File: config.mk
export PLATFORM = sky130hd
export DESIGN_NAME = hdlc_addr_rec
export DESIGN_NICKNAME = d
export VERILOG_FILES = /design/src/rtl/hdlc_addr_pkg.sv /design/src/rtl/hdlc_addr_masked_eq.sv /design/src/rtl/hdlc_addr_match.sv /design/src/rtl/hdlc_addr_rec.sv
export SDC_FILE = /design/constraint.sdc
export NUM_CORES = 1
export LEC_CHECK = 0
export BUFFER_PORTS_ARGS = -buffer_cell sky130_fd_sc_hd__buf_2
export CAP_MARGIN = 10
export CORE_MARGIN = 2
export CORE_UTILIZATION = 50
export CTS_CLUSTER_SIZE = 8
export DETAILED_ROUTE_END_ITERATION = 8
export PLACE_DENSITY = 0.74
export SLEW_MARGIN = 30
export SYNTH_ARGS = -nofsm -noshare
export SYNTH_HDL_FRONTEND = slang
export SYNTH_HIERARCHICAL = 1
export SYNTH_SLANG_ARGS = --single-unit
File: constraint.sdc
create_clock -name clk -period 2.3 [get_ports clk]
set_input_delay 0.345 -clock clk [delete_from_list [all_inputs] [get_ports clk]]
set_output_delay 0.345 -clock clk [all_outputs]
set_load 0.01 [all_outputs]
File: src/rtl/hdlc_addr_pkg.sv
package hdlc_addr_pkg;
  parameter int unsigned ADDR_W    = 8;
  parameter int unsigned NUM_PAIRS = 6;
  localparam int unsigned IDX_W    = $clog2(NUM_PAIRS);

  typedef struct packed {
    logic              two_byte;
    logic              cr_ignore;
    logic [ADDR_W-1:0] hi1;
    logic [ADDR_W-1:0] hi2;
    logic [ADDR_W-1:0] lo1;
    logic [ADDR_W-1:0] lo2;
    logic [ADDR_W-1:0] hi1_m;
    logic [ADDR_W-1:0] hi2_m;
    logic [ADDR_W-1:0] lo1_m;
    logic [ADDR_W-1:0] lo2_m;
  } addr_cfg_t;

  typedef enum logic [1:0] {
    ST_IDLE = 2'd0,
    ST_HI   = 2'd1,
    ST_BODY = 2'd2
  } rx_state_t;
endpackage

File: src/rtl/hdlc_addr_masked_eq.sv
module hdlc_addr_masked_eq #(
  parameter int unsigned W = 8
) (
  input  logic [W-1:0] a,
  input  logic [W-1:0] b,
  input  logic [W-1:0] dc,
  output logic         eq
);
  assign eq = ((a ^ b) & ~dc) == '0;
endmodule

File: src/rtl/hdlc_addr_match.sv
module hdlc_addr_match
  import hdlc_addr_pkg::*;
#(
  parameter logic [ADDR_W-1:0] GRP_A  = 8'hFE,
  parameter logic [ADDR_W-1:0] GRP_B  = 8'hFC,
  parameter int unsigned       CR_BIT = 1
) (
  input  addr_cfg_t          cfg,
  input  logic [ADDR_W-1:0]  hi_byte,
  input  logic [ADDR_W-1:0]  lo_byte,
  output logic               hit,
  output logic [IDX_W-1:0]   idx,
  output logic               is_auto,
  output logic               is_resp,
  output logic               cr_bit
);
  localparam int unsigned      NUM_PROG = 4;
  localparam logic [ADDR_W-1:0] CR_MASK = ADDR_W'(1) << CR_BIT;

  logic [ADDR_W-1:0] crm;
  logic [ADDR_W-1:0] ref_v [NUM_PROG];
  logic [ADDR_W-1:0] dc_v  [NUM_PROG];
  logic [ADDR_W-1:0] opnd  [NUM_PROG];
  logic [NUM_PROG-1:0] eqv;
  logic grp_a_eq, grp_b_eq, lo_ones;
  logic [NUM_PAIRS-1:0] pv;

  assign crm = cfg.cr_ignore ? CR_MASK : '0;

  always_comb begin
    ref_v[0] = cfg.hi1;  dc_v[0] = cfg.hi1_m | crm;  opnd[0] = hi_byte;
    ref_v[1] = cfg.hi2;  dc_v[1] = cfg.hi2_m | crm;  opnd[1] = hi_byte;
    ref_v[2] = cfg.lo1;  dc_v[2] = cfg.lo1_m;        opnd[2] = lo_byte;
    ref_v[3] = cfg.lo2;  dc_v[3] = cfg.lo2_m;        opnd[3] = lo_byte;
  end

  for (genvar k = 0; k < NUM_PROG; k++) begin : g_prog
    hdlc_addr_masked_eq #(.W(ADDR_W)) u_eq (
      .a(opnd[k]), .b(ref_v[k]), .dc(dc_v[k]), .eq(eqv[k])
    );
  end

  hdlc_addr_masked_eq #(.W(ADDR_W)) u_grp_a (
    .a(hi_byte), .b(GRP_A), .dc(crm), .eq(grp_a_eq));
  hdlc_addr_masked_eq #(.W(ADDR_W)) u_grp_b (
    .a(hi_byte), .b(GRP_B), .dc(crm), .eq(grp_b_eq));
  hdlc_addr_masked_eq #(.W(ADDR_W)) u_lo_ones (
    .a(lo_byte), .b({ADDR_W{1'b1}}), .dc({ADDR_W{1'b0}}), .eq(lo_ones));

  always_comb begin
    if (cfg.two_byte)
      pv = {grp_b_eq & lo_ones, grp_a_eq & lo_ones,
            eqv[1] & eqv[3], eqv[1] & eqv[2],
            eqv[0] & eqv[3], eqv[0] & eqv[2]};
    else
      pv = {{(NUM_PAIRS-2){1'b0}}, eqv[3], eqv[2]};
  end

  always_comb begin
    idx = '0;
    for (int i = NUM_PAIRS - 1; i >= 0; i--)
      if (pv[i]) idx = IDX_W'(i);
  end

  assign hit     = |pv;
  assign is_auto = cfg.two_byte & pv[0];
  assign is_resp = ~cfg.two_byte & ~pv[0] & pv[1];
  assign cr_bit  = cfg.two_byte & cfg.cr_ignore & hi_byte[CR_BIT];
endmodule

File: src/rtl/hdlc_addr_rec.sv
module hdlc_addr_rec
  import hdlc_addr_pkg::*;
#(
  parameter logic [ADDR_W-1:0] GRP_A  = 8'hFE,
  parameter logic [ADDR_W-1:0] GRP_B  = 8'hFC,
  parameter int unsigned       CR_BIT = 1
) (
  input  logic              clk,
  input  logic              rst_n,
  input  logic              in_valid,
  output logic              in_ready,
  input  logic [ADDR_W-1:0] in_data,
  input  logic              in_sof,
  input  logic              in_eof,
  input  logic              cfg_two_byte,
  input  logic              cfg_cr_ignore,
  input  logic [ADDR_W-1:0] cfg_hi1,
  input  logic [ADDR_W-1:0] cfg_hi2,
  input  logic [ADDR_W-1:0] cfg_lo1,
  input  logic [ADDR_W-1:0] cfg_lo2,
  input  logic [ADDR_W-1:0] cfg_hi1_mask,
  input  logic [ADDR_W-1:0] cfg_hi2_mask,
  input  logic [ADDR_W-1:0] cfg_lo1_mask,
  input  logic [ADDR_W-1:0] cfg_lo2_mask,
  output logic              acc_valid,
  output logic [IDX_W-1:0]  acc_idx,
  output logic              acc_auto,
  output logic              acc_cr,
  output logic              acc_resp
);
  addr_cfg_t         cfg_live, cfg_q, cfg_eff;
  rx_state_t         st_q, st_d;
  logic [ADDR_W-1:0] hi_q;
  logic              start, last_addr;
  logic              m_hit, m_auto, m_resp, m_cr;
  logic [IDX_W-1:0]  m_idx;

  assign in_ready = 1'b1;

  assign cfg_live = '{two_byte: cfg_two_byte, cr_ignore: cfg_cr_ignore,
                      hi1: cfg_hi1, hi2: cfg_hi2, lo1: cfg_lo1, lo2: cfg_lo2,
                      hi1_m: cfg_hi1_mask, hi2_m: cfg_hi2_mask,
                      lo1_m: cfg_lo1_mask, lo2_m: cfg_lo2_mask};

  assign start   = in_valid & in_sof;
  assign cfg_eff = start ? cfg_live : cfg_q;

  // last address byte: the opening byte in one-byte mode, the second in two-byte mode
  assign last_addr = in_valid & ((in_sof & ~cfg_eff.two_byte) |
                                 (~in_sof & (st_q == ST_HI)));

  always_comb begin
    st_d = st_q;
    if (start) begin
      if (in_eof)                st_d = ST_IDLE;
      else if (cfg_live.two_byte) st_d = ST_HI;
      else                       st_d = ST_BODY;
    end else if (in_valid && st_q != ST_IDLE) begin
      if (in_eof)                st_d = ST_IDLE;
      else                       st_d = ST_BODY;
    end
  end

  hdlc_addr_match #(.GRP_A(GRP_A), .GRP_B(GRP_B), .CR_BIT(CR_BIT)) u_match (
    .cfg(cfg_eff), .hi_byte(hi_q), .lo_byte(in_data),
    .hit(m_hit), .idx(m_idx), .is_auto(m_auto), .is_resp(m_resp), .cr_bit(m_cr)
  );

  always_ff @(posedge clk or negedge rst_n) begin
    if (!rst_n) begin
      st_q  <= ST_IDLE;
      cfg_q <= '0;
      hi_q  <= '0;
    end else begin
      st_q <= st_d;
      if (start) begin
        cfg_q <= cfg_live;
        hi_q  <= in_data;
      end
    end
  end

  always_ff @(posedge clk or negedge rst_n) begin
    if (!rst_n) begin
      acc_valid <= 1'b0;
      acc_idx   <= '0;
      acc_auto  <= 1'b0;
      acc_cr    <= 1'b0;
      acc_resp  <= 1'b0;
    end else if (last_addr && m_hit) begin
      acc_valid <= 1'b1;
      acc_idx   <= m_idx;
      acc_auto  <= m_auto;
      acc_cr    <= m_cr;
      acc_resp  <= m_resp;
    end else begin
      acc_valid <= 1'b0;
      acc_idx   <= '0;
      acc_auto  <= 1'b0;
      acc_cr    <= 1'b0;
      acc_resp  <= 1'b0;
    end
  end

  assert_idx_in_range_R1: assert property (@(posedge clk) disable iff (!rst_n)
    acc_valid |-> (acc_idx < IDX_W'(NUM_PAIRS)));
  assert_auto_pair0_R3: assert property (@(posedge clk) disable iff (!rst_n)
    acc_auto |-> (acc_valid && acc_idx == '0 && !acc_resp));
  assert_cr_with_accept_R4: assert property (@(posedge clk) disable iff (!rst_n)
    acc_cr |-> acc_valid);
  assert_quiet_when_idle_R6: assert property (@(posedge clk) disable iff (!rst_n)
    !acc_valid |-> (acc_idx == '0 && !acc_auto && !acc_cr && !acc_resp));
  assert_resp_index1_R7: assert property (@(posedge clk) disable iff (!rst_n)
    acc_resp |-> (acc_valid && acc_idx == IDX_W'(1)));
  assert_accept_after_byte_R8: assert property (@(posedge clk) disable iff (!rst_n)
    $rose(acc_valid) |-> $past(in_valid));
  assert_short_frame_drop_R9: assert property (@(posedge clk) disable iff (!rst_n)
    (in_valid && in_sof && in_eof && cfg_two_byte) |=> !acc_valid);
  assert_always_ready_R11: assert property (@(posedge clk) disable iff (!rst_n)
    in_ready);
endmodule

==> flow_metrics.env <==
export IMPL_top_usage_layer="met2"
export IMPL_startpoint_type="input pin"
export IMPL_cp_max_fo=19
export IMPL_vias=2716
export IMPL_synth_cell_types=29
export IMPL_min_period_ns=2.20
export IMPL_endpoint_kind="register"
export IMPL_grt_pass1_vias=2771
export IMPL_h_tree_depth=3
export IMPL_max_freq_mhz=455
export IMPL_critical_path_class="in2reg"
export IMPL_synth_cells=302
export IMPL_fin_util=0.647
export IMPL_start_util=0.515
export IMPL_seq_area_mm2=0.00208
export IMPL_drv_slew=0
export IMPL_first_pass_iters=4
export IMPL_fillers=631
export IMPL_hp_class="in2reg"
export IMPL_max_cap_violations=0
export IMPL_grt_overflow_total=0
export IMPL_synth_area_mm2=0.00423
export IMPL_grt_pass1_wl_um=13200
export IMPL_ys_seq_elements=83
export IMPL_grt_util_met1=0.256
export IMPL_setup_viol=0
export IMPL_multi_input_area_mm2=0.00227
export IMPL_io_pins=87
export IMPL_clk_pin_slew_worst_paths_ns=0.10
export IMPL_synth_avg_cell_area_um2=14.0
export IMPL_port_buffers=85
export IMPL_hold_viol_final=0
export IMPL_worstPathArrival_ns=2.46
export IMPL_status="finished clean"
export IMPL_cpMostUsedCell="o22ai_1"
export IMPL_viasPerCell=4.84
export IMPL_finalPower_mw=3.82
export IMPL_cts_sinks=83
export IMPL_nets=530
export IMPL_worstSkewPairLatency_ns=0.36
export IMPL_grt_max_degree=44
export IMPL_use_met3=0.0337
export IMPL_finalSetupTns_ns=0
export IMPL_synth_warning_count=6
export IMPL_drt_wl_total_um=8390
export IMPL_dp_hpwl_um=6340
export IMPL_cellPowerDensity_mw_per_mm2=719
export IMPL_leakage_nw=2.53
export IMPL_root_buffer="clkbuf_8"
export IMPL_crit_required_ns=2.57
export IMPL_antenna_found_initial=0
export IMPL_globalplace_congestion=0.781
export IMPL_finalCritPeriodShare=0.955
export IMPL_drt_initial_drc_count=89
export IMPL_cts_buffers=9
export IMPL_grt_usage=0.192
export IMPL_grtUsageMet2=0.311
export IMPL_wl_per_cell_um=14.9
export IMPL_die_h_um=96.0
export IMPL_drtAntennaViolNets=0
export IMPL_cts_path_max_buffers=2
export IMPL_cts_tree="done"
export IMPL_final_common_cell="buf_2"
export IMPL_rows=33
export IMPL_area_growth_pct=25.7
export IMPL_drc_errors=0
export IMPL_critPathSlowestCell="nor4_4"
export IMPL_slew_headroom=0.647
export IMPL_worst_pin_slew_ns=0.529
export IMPL_hold_ws_ns=0.221
export IMPL_insertedDiodeCount=0
export IMPL_ir_drop_mv=0.381
export IMPL_worstPathCellList="buf_2 -> nand2_8 -> buf_12 -> mux2_4 -> xnor2_1 -> o22ai_1 -> nor4_4 -> nand2b_4 -> o22ai_1 -> nand2_2 -> nand3_1 -> a21oi_1"
export IMPL_slowest_delay_ns=0.37
export IMPL_layout_common_cells="buf_2, dfrtp_1, mux2_4"
export IMPL_fp_dieArea_mm2=0.00921
export IMPL_fp_dieW_um=96.0
export IMPL_fin_worst_skew_ns=0.0188
export IMPL_seq_area_frac_synth=0.491
export IMPL_layout_drive_gt1_share=0.456
export IMPL_core_mm2=0.00822
==> synth_stat cells, drive strengths merged <==
master | n | share of area
clkbuf | 2 | 0.0018
o22ai | 29 | 0.043
xnor2 | 56 | 0.12
nand4b | 2 | 0.0041
dfrtp | 83 | 0.49
a22oi | 1 | 0.0018
nand2b | 2 | 0.0030
nand2 | 3 | 0.0027
o211ai | 1 | 0.0018
o21ai | 3 | 0.0035
and3 | 2 | 0.0030
o31a | 1 | 0.0021
nor3b | 2 | 0.0035
a21oi | 8 | 0.0095
nor2b | 1 | 0.0015
nor2 | 1 | 0.00089
nor4 | 7 | 0.021
buf | 9 | 0.022
nand3 | 6 | 0.0071
conb | 3 | 0.0027
a21o | 1 | 0.0018
or2 | 2 | 0.0030
mux2 | 74 | 0.25
inv | 2 | 0.0018
or3b | 1 | 0.0021
==> per-stage QoR <==
| stage | std cells | cell area (µm²) | setup WS [ns] |
|---|---|---|---|
| 3_3_place_gp | 544 | 5040 | -0.242 |
| 2_1_floorplan | 346 | 4390 | 0.0120 |
| 5_1_grt | 561 | 5320 | -0.00377 |
| 6_report | 561 | 5320 | 0.104 |
| 3_5_place_dp | 544 | 5040 | -0.341 |
| 4_1_cts | 561 | 5250 | 0.00513 |
==> state kept, by name, indices dropped and copies added, names as in the netlist <==
name	flops
acc_auto	1
acc_cr	1
acc_idx	3
acc_resp	1
acc_valid	1
cfg_q	66
hi_q	8
st_q	2
==> worst max-delay path: cells and delay by family <==
| kind | cells | cell delay [ns] |
|---|---|---|
| simple gates | 5 | 0.94 |
| compound gates | 3 | 0.35 |
| mux | 1 | 0.33 |
| buf+inv | 2 | 0.32 |
| xor+xnor | 1 | 0.16 |
==> what timing repair did <==
| action | 4_1_cts | 5_1_grt |
|---|---|---|
| hold buffers | 1 | 0 |
| endpoints found under the hold margin | 29 | 0 |
| resized for setup | 0 | 8 |
| setup endpoints to repair | 0 | 7 |
| buffers inserted | 0 | 0 |
==> report_power, final <==
group	internal [mW]	switching, mW	leakage (nW)
clock	0.502	0.538	0.0885
combinational	0.580	0.444	1.45
sequential	1.65	0.105	0.992
total	2.73	1.09	2.53
==> per-layer routing <==
metal	share of wire	vias up	wire length [µm]
li1	-	1329	-
met1	0.46	1328	3850
met2	0.50	57	4190
met3	0.039	2	327
met4	0.0017	0	14
met5	0	-	0
==> final cells by class <==
cell class	count	area share
Multi-Input combinational cell	250	0.427
Sequential cell	83	0.391
Timing Repair Buffer	105	0.120
Tap cell	105	0.0247
Clock buffer	10	0.0240
Clock inverter	6	0.0125
Inverter	2	0.00141
==> cells by family (layout without fill, tap and decap cells) <==
kind of cell | count (synthesis) | after routing | share of synthesized area
compound gates | 44 | 44 | 0.0633
xor+xnor | 56 | 56 | 0.116
buf+inv | 13 | 123 | 0.0251
flops | 83 | 83 | 0.491
mux | 74 | 74 | 0.250
other cells | 3 | 47 | 0.00266
simple gates | 29 | 29 | 0.0515
==> worst paths after layout <==
path / slack (ns) / depth (start not counted) / from / end
max: 0.10 / 12 / in_valid / acc_auto$_DFF_PN0_
min: 0.22 / 2 / cfg_hi2_mask[6] / cfg_q[22]$_DFF_PN0_
max reg2reg: 0.22 / 9 / cfg_q[57]$_DFF_PN0_ / acc_auto$_DFF_PN0_
min reg2reg: 0.50 / 1 / cfg_q[28]$_DFF_PN0_ / cfg_q[28]$_DFF_PN0_
max in group asynchronous: 1.14 / 3 / rst_n / cfg_q[27]$_DFF_PN0_
min in group asynchronous: 0.49 / 2 / rst_n / cfg_q[61]$_DFF_PN0_
Power figures use the tool's default switching activity.
